$ cat src/rtl/bus_cmd_pkg.sv
package bus_cmd_pkg;

   typedef enum logic [1:0] {
      ST_IDLE  = 2'd0,
      ST_SETUP = 2'd1,
      ST_CMD   = 2'd2,
      ST_HOLD  = 2'd3
   } seq_state_t;

   // Strobe index is {io, write}
   typedef enum logic [1:0] {
      K_MEM_RD = 2'b00,
      K_MEM_WR = 2'b01,
      K_IO_RD  = 2'b10,
      K_IO_WR  = 2'b11
   } cmd_kind_t;

   // Whole clock cycles covering a time in ns, rounded up, never below one
   function automatic int cycles_for(input int ns, input int period_ps);
      int c;
      c = (ns * 1000 + period_ps - 1) / period_ps;
      return (c < 1) ? 1 : c;
   endfunction

endpackage

$ cat src/rtl/bus_cmd_sync.sv
module bus_cmd_sync #(
   parameter int STAGES = 2
) (
   input  logic clk,
   input  logic rst_n,
   input  logic async_n,
   output logic seen
);
   if (STAGES < 2) begin : g_bad_stages
      $error("bus_cmd_sync: STAGES must be at least 2");
   end

   logic [STAGES-1:0] shreg;

   always_ff @(posedge clk or negedge rst_n) begin
      if (!rst_n) shreg <= '0;
      else        shreg <= {shreg[STAGES-2:0], ~async_n};
   end

   assign seen = shreg[STAGES-1];
endmodule

$ cat src/rtl/bus_cmd_timer.sv
module bus_cmd_timer #(
   parameter int W = 8
) (
   input  logic         clk,
   input  logic         rst_n,
   input  logic         load,
   input  logic [W-1:0] load_val,
   output logic         expired
);
   logic [W-1:0] cnt;

   always_ff @(posedge clk or negedge rst_n) begin
      if (!rst_n)          cnt <= '0;
      else if (load)       cnt <= load_val;
      else if (cnt != '0)  cnt <= cnt - 1'b1;
   end

   assign expired = (cnt == '0);
endmodule

$ cat src/rtl/bus_cmd_strobe.sv
module bus_cmd_strobe (
   input  logic       active,
   input  logic [1:0] kind,
   output logic [3:0] strobe_n
);
   for (genvar k = 0; k < 4; k++) begin : g_strobe
      assign strobe_n[k] = ~(active && (kind == 2'(k)));
   end
endmodule

$ cat src/rtl/bus_cmd_seq.sv
module bus_cmd_seq
   import bus_cmd_pkg::*;
#(
   parameter int ADDR_W        = 16,
   parameter int DATA_W        = 16,
   parameter bit BYTE_MODE     = 1'b0,
   parameter int CLK_PERIOD_PS = 10000,
   parameter int SETUP_NS      = 50,
   parameter int HOLD_NS       = 50,
   parameter int TIMEOUT_CYC   = 256,
   parameter int SYNC_STAGES   = 2
) (
   input  logic              clk,
   input  logic              rst_n,
   input  logic              req_valid,
   input  logic              req_write,
   input  logic              req_io,
   input  logic [ADDR_W-1:0] req_addr,
   input  logic [DATA_W-1:0] req_wdata,
   input  logic              grant,
   output logic              req_ready,
   output logic              done,
   output logic              timeout_err,
   output logic [DATA_W-1:0] rd_data,
   output logic [ADDR_W-1:0] bus_adr_n,
   output logic [DATA_W-1:0] bus_dat_out_n,
   output logic [DATA_W-1:0] bus_dat_oe,
   input  logic [DATA_W-1:0] bus_dat_in_n,
   output logic              bus_mrd_n,
   output logic              bus_mwr_n,
   output logic              bus_iord_n,
   output logic              bus_iowr_n,
   input  logic              bus_ack_n
);
   localparam int SETUP_CYC = cycles_for(SETUP_NS, CLK_PERIOD_PS);
   localparam int HOLD_CYC  = cycles_for(HOLD_NS, CLK_PERIOD_PS);
   localparam int MAX_CYC   = (TIMEOUT_CYC > SETUP_CYC) ?
                              ((TIMEOUT_CYC > HOLD_CYC) ? TIMEOUT_CYC : HOLD_CYC) :
                              ((SETUP_CYC > HOLD_CYC) ? SETUP_CYC : HOLD_CYC);
   localparam int CNT_W     = $clog2(MAX_CYC + 1);

   if (TIMEOUT_CYC < 1) begin : g_bad_timeout
      $error("bus_cmd_seq: TIMEOUT_CYC must be positive");
   end
   if (BYTE_MODE && DATA_W <= 8) begin : g_bad_width
      $error("bus_cmd_seq: BYTE_MODE needs DATA_W above 8");
   end
   if (CLK_PERIOD_PS < 1) begin : g_bad_period
      $error("bus_cmd_seq: CLK_PERIOD_PS must be positive");
   end

   seq_state_t        state;
   logic              lat_write, lat_io, err_q;
   logic [ADDR_W-1:0] lat_addr;
   logic [DATA_W-1:0] lat_wdata, rd_q, lane_in;
   logic              ack_seen, t_zero, t_load, start, drive_en, cmd_active;
   logic [CNT_W-1:0]  t_val;
   logic [3:0]        strobe_n;

   assign start = (state == ST_IDLE) && req_valid && grant;

   bus_cmd_sync #(.STAGES(SYNC_STAGES)) u_sync (
      .clk(clk), .rst_n(rst_n), .async_n(bus_ack_n), .seen(ack_seen));

   // One down-counter serves the setup, timeout and hold intervals in turn
   always_comb begin
      t_load = 1'b0;
      t_val  = '0;
      unique case (state)
         ST_IDLE:  if (start)  begin t_load = 1'b1; t_val = CNT_W'(SETUP_CYC - 1); end
         ST_SETUP: if (t_zero) begin t_load = 1'b1; t_val = CNT_W'(TIMEOUT_CYC - 1); end
         ST_CMD:   if (ack_seen || t_zero) begin t_load = 1'b1; t_val = CNT_W'(HOLD_CYC - 1); end
         default:  ;
      endcase
   end

   bus_cmd_timer #(.W(CNT_W)) u_timer (
      .clk(clk), .rst_n(rst_n), .load(t_load), .load_val(t_val), .expired(t_zero));

   always_ff @(posedge clk or negedge rst_n) begin
      if (!rst_n) begin
         state     <= ST_IDLE;
         lat_write <= 1'b0;
         lat_io    <= 1'b0;
         lat_addr  <= '0;
         lat_wdata <= '0;
         rd_q      <= '0;
         err_q     <= 1'b0;
         done      <= 1'b0;
      end else begin
         done <= 1'b0;
         unique case (state)
            ST_IDLE: if (start) begin
               lat_write <= req_write;
               lat_io    <= req_io;
               lat_addr  <= req_addr;
               lat_wdata <= req_wdata;
               err_q     <= 1'b0;
               state     <= ST_SETUP;
            end
            ST_SETUP: if (t_zero) state <= ST_CMD;
            ST_CMD: begin
               if (ack_seen) begin
                  if (!lat_write) rd_q <= lane_in;
                  state <= ST_HOLD;
               end else if (t_zero) begin
                  err_q <= 1'b1;
                  state <= ST_HOLD;
               end
            end
            ST_HOLD: if (t_zero) begin
               done  <= 1'b1;
               state <= ST_IDLE;
            end
            default: state <= ST_IDLE;
         endcase
      end
   end

   assign cmd_active = (state == ST_CMD);
   assign drive_en   = lat_write && (state != ST_IDLE);

   bus_cmd_strobe u_strobe (
      .active(cmd_active), .kind({lat_io, lat_write}), .strobe_n(strobe_n));

   assign bus_mrd_n  = strobe_n[K_MEM_RD];
   assign bus_mwr_n  = strobe_n[K_MEM_WR];
   assign bus_iord_n = strobe_n[K_IO_RD];
   assign bus_iowr_n = strobe_n[K_IO_WR];

   // Data lane width variant
   if (BYTE_MODE) begin : g_narrow
      assign lane_in    = {{(DATA_W-8){1'b0}}, ~bus_dat_in_n[7:0]};
      assign bus_dat_oe = {{(DATA_W-8){1'b0}}, {8{drive_en}}};
   end else begin : g_full
      assign lane_in    = ~bus_dat_in_n;
      assign bus_dat_oe = {DATA_W{drive_en}};
   end

   assign bus_adr_n     = (state != ST_IDLE) ? ~lat_addr : '1;
   assign bus_dat_out_n = drive_en ? ~lat_wdata : '1;
   assign req_ready     = (state == ST_IDLE);
   assign rd_data       = rd_q;
   assign timeout_err   = err_q;


   strobe_onehot_chk: assert property (@(posedge clk) disable iff (!rst_n)
      $onehot0(~strobe_n));

   setup_lead_chk: assert property (@(posedge clk) disable iff (!rst_n)
      $rose(~&strobe_n) |-> $stable(bus_adr_n) && $stable(bus_dat_out_n));

   adr_hold_chk: assert property (@(posedge clk) disable iff (!rst_n)
      $fell(~&strobe_n) |-> $stable(bus_adr_n));

   no_drive_on_read_chk: assert property (@(posedge clk) disable iff (!rst_n)
      (!bus_mrd_n || !bus_iord_n) |-> (bus_dat_oe == '0));

   done_pulse_chk: assert property (@(posedge clk) disable iff (!rst_n)
      done |=> !done);

   idle_wait_chk: assert property (@(posedge clk) disable iff (!rst_n)
      (req_ready && !(req_valid && grant)) |=> req_ready);
endmodule

$ cat config.mk
export PLATFORM = sky130hd
export DESIGN_NAME = bus_cmd_seq
export DESIGN_NICKNAME = d
export VERILOG_FILES = /design/src/rtl/bus_cmd_pkg.sv /design/src/rtl/bus_cmd_sync.sv /design/src/rtl/bus_cmd_timer.sv /design/src/rtl/bus_cmd_strobe.sv /design/src/rtl/bus_cmd_seq.sv
export SDC_FILE = /design/constraint.sdc
export NUM_CORES = 1
export LEC_CHECK = 0
export ABC_AREA = 1
export BUFFER_PORTS_ARGS = -buffer_cell sky130_fd_sc_hd__clkbuf_2
export CAP_MARGIN = 20
export CORE_AREA = 2 2 89 91
export CTS_CLUSTER_DIAMETER = 150
export CTS_CLUSTER_SIZE = 12
export DETAILED_ROUTE_END_ITERATION = 12
export DIE_AREA = 0 0 91 93
export PLACE_DENSITY = 0.68
export SYNTH_ARGS = -nofsm -noshare
export SYNTH_HDL_FRONTEND = slang
export SYNTH_SLANG_ARGS = --single-unit
$ cat constraint.sdc
create_clock -name clk -period 4.4 [get_ports clk]
set_input_delay 0.44 -clock clk [delete_from_list [all_inputs] [get_ports clk]]
set_output_delay 0.44 -clock clk [all_outputs]
set_load 0.005 [all_outputs]
==> flow_summary.json <==
{
  "fin_tns_setup_ns": 0,
  "max_clock_freq_mhz": 409.7,
  "drt-total-wl_mm": 5.883,
  "synth.most_common_cell": "dfrtp_1",
  "post-layout-total-power_mw": 2.677,
  "dr.first_iter.drc_count": 116,
  "synthDominantAreaCellType": "dfrtp_1",
  "grt_antenna_before_repair": 0,
  "cp_data_required_time_ns": 4.68,
  "rows": 32,
  "final_layout_size_suffix_gt1_share_pct": 47.33,
  "ys_top_cells_by_area": "dfrtp_1, mux2_2, nand2_1, buf_4, o21ai_0",
  "grt_setup_unrepaired": "false",
  "r2r_start": "state[0]",
  "grt_first_pass_wirelength_mm": 9.791,
  "number_of_levels_the_h_tree_was_split_into": 3,
  "hold_viol": 0,
  "synth.ff_latch_count": 65,
  "critPathArrivalTime_ns": 2.72,
  "n_fill_cell": 731,
  "status": "finished clean",
  "maxCapViolCount": 0,
  "grt_max_degree": 46,
  "synth_top_flop_cell": "dfrtp_1",
  "antennaDiodeCount": 0,
  "die_w_um": 91,
  "cts.hold.buffers_added": 0,
  "synthDominantCellAreaShare_pct": 55.65,
  "postCtsSetupRepairBufs": 0,
  "cp_cell_sequence": "inv_1 > ha_1 > nand3_2 > nand2_1 > inv_2 > nand2_4 > nand2_4 > or2_1 > nand2_1",
  "area_growth_pct": 26.63,
  "design.core.area_um2": 7527,
  "power_density_nw_per_um2": 723.4,
  "synth.lib_cells_used.distinct": 26,
  "crit_path_start_kind": "flip-flop",
  "synth_fa_ha_area_share_pct": 2.140,
  "slew_viol_final": 0,
  "worstHoldPathType": "input pin to async pin",
  "io_pins": 126,
  "clock_path_buffers": 2,
  "gr-usage-all-layers_pct": 14.76,
  "cts_resized": 0,
  "drc": 0,
  "cpMaxStageDelayCell": "nand3_2",
  "report.final.setup_viol": 0,
  "final_net_count": 450,
  "combPwrFrac_pct": 45.6,
  "clock_tree_from_tritoncts": "yes",
  "postRouteAntennaNets": 0,
  "synth_xor_area_share_pct": 2.098,
  "detail_route.vias_per_cell": 4.547,
  "floorplan.die_area_um2": 8463,
  "critical_path.max_stage_delay_ns": 0.72,
  "critPathMaxFanout": 37,
  "num_vias": 2251,
  "drt_first_pass_iters": 4,
  "endpoint_kind": "flip-flop",
  "synth_top_family_by_area": "simple AND/OR/NAND/NOR gates",
  "worst_slew_margin_rel_pct": 36.72,
  "post_synthesis_share_of_cell_area_spent_on_and_or_nand_and_nor_gates_pct": 14.81,
  "mappedNetlistArea_um2": 2923,
  "yosys-top-cells-count": "dfrtp_1, nand2_1, mux2_2",
  "power_report.internal_total_mw": 1.674,
  "ir_worst_vdd_mv": 0.3454,
  "yosys-mux-area-fraction_pct": 12.33,
  "place_hpwl_mm": 4.305,
  "power.share.sequential_pct": 38.6,
  "postLayoutCoreUtil_pct": 49.17,
  "timing.critical_path.buf_inv": 2,
  "overflow": 0,
  "start_util_pct": 38.83,
  "cp-startpoint": "state[0]",
  "dieHeight_um": 93,
  "clockRootBuffer": "clkbuf_8",
  "avgRoutedWirePerCell_um": 11.88,
  "syn_inst": 277,
  "cts_made_buffers": 9,
  "warnings_from_yosys": 0,
  "post_synthesis_compound_gate_area_fraction_pct": 5.908,
  "clock_sink_count": 65,
  "clk_pin_slew_worst_paths_ns": 0.07,
  "worst_path_dominant_cell_family": "simple AND/OR/NAND/NOR gates",
  "worstMarginPinSlew_ns": 0.9466,
  "finalCritPeriodShare_pct": 55.47,
  "switching_power_mw": 1.003,
  "swShare_pct": 37.48,
  "clock_power_share_pct": 15.8,
  "timing.final.crit_period_ns": 2.441,
  "number_of_enable_flip_flop_cells_after_synthesis": 0,
  "synth.avg_cell_area_um2": 10.55,
  "timing_worst_setup_path_type": "flip-flop to flip-flop",
  "async_flop_share_pct": 100.0,
  "timing.clock.skew_ns": 0.008214,
  "mapped_nets": 337,
  "placement.io_buffers": 125,
  "first_global_vias": 2261,
  "power.leakage_nw": 1.940,
  "worstSkewPairLatency_ns": 0.35,
  "synth_seq_area_share_pct": 55.65,
  "finalWeightedCongestion": 0.7513
}
==> power groups by stage <==
stage	Sequential [mW]	Combinational, mW	Clock (mW)
final	1.03	1.22	0.422
after global routing	1.07	1.38	0.465
after CTS	1.03	1.23	0.436
after detailed placement	1.04	1.22	0
after global placement	1.03	1.19	0
after floorplan	1.02	0.857	0
==> per-stage QoR <==
| stage | setup WS [ns] | std cells | instance area (um^2) | hold WS, ns |
|---|---|---|---|---|
| 2_1_floorplan | 2.142 | 277 | 2923 | 0.1444 |
| 3_5_place_dp | 1.975 | 480 | 3528 | 0.3575 |
| 4_1_cts | 1.659 | 494 | 3686 | 0.03617 |
| 3_3_place_gp | 2.090 | 480 | 3528 | 0.3351 |
| 5_1_grt | 1.781 | 495 | 3701 | 0.05097 |
| 6_report | 1.959 | 495 | 3701 | 0.03023 |
==> cell families after synthesis <==
logic type / after synthesis
and+or+nand+nor: 96
DFF: 65
buffers and inverters: 38
AOI/OAI and AO/OA: 34
muxes: 32
xor gates and xnor gates: 7
adders and majority gates: 5
==> sequential cells by signal, indices dropped and copies added (netlist names) <==
register	cells
state	2
lat_addr	16
rd_data	16
timeout_err	1
u_timer.cnt	9
done	1
lat_write	1
lat_wdata	16
u_sync.shreg	2
lat_io	1
==> metal layers <==
metal	routed length [um]	vias to the layer above	track usage, %
met5	0	-	0
met4	175	0	8.460
met2	2649	98	22.90
met3	555	14	6.608
li1	-	1106	-
met1	2503	1033	16.97
==> final timing paths <==
path / to / cells past startpoint / slack [ns]
worst max-delay path: u_timer.cnt[0] / 9 / 1.96
worst min-delay path: lat_addr[7] / 1 / 0.03
worst max register to register: u_timer.cnt[0] / 9 / 1.96
worst min register to register: u_sync.shreg[1] / 0 / 0.36
max in group asynchronous: u_sync.shreg[0] / 2 / 3.44
min in group clk: u_sync.shreg[0] / 2 / 0.24
==> cell usage in the layout, fill, tap and decap left out, types with 5 or more instances in the layout <==
master / instances
clkbuf_2: 124
dfrtp_1: 65
nand2_1: 64
mux2_2: 32
o21ai_0: 16
a21oi_1: 13
nor2_1: 12
inv_1: 11
clkbuf_8: 9
nand3_1: 6
ha_1: 5
==> final cells by class <==
cell class	instances	area [um^2]	area share, %
repair buffers	127	648.1	17.51
multi-input cells	174	1092	29.51
inverters	13	48.80	1.318
well taps	102	127.6	3.448
clock buffers	9	123.9	3.347
flip-flops and latches	65	1627	43.95
clock inverters	5	33.78	0.9128
(Power assumes the default switching activity.)
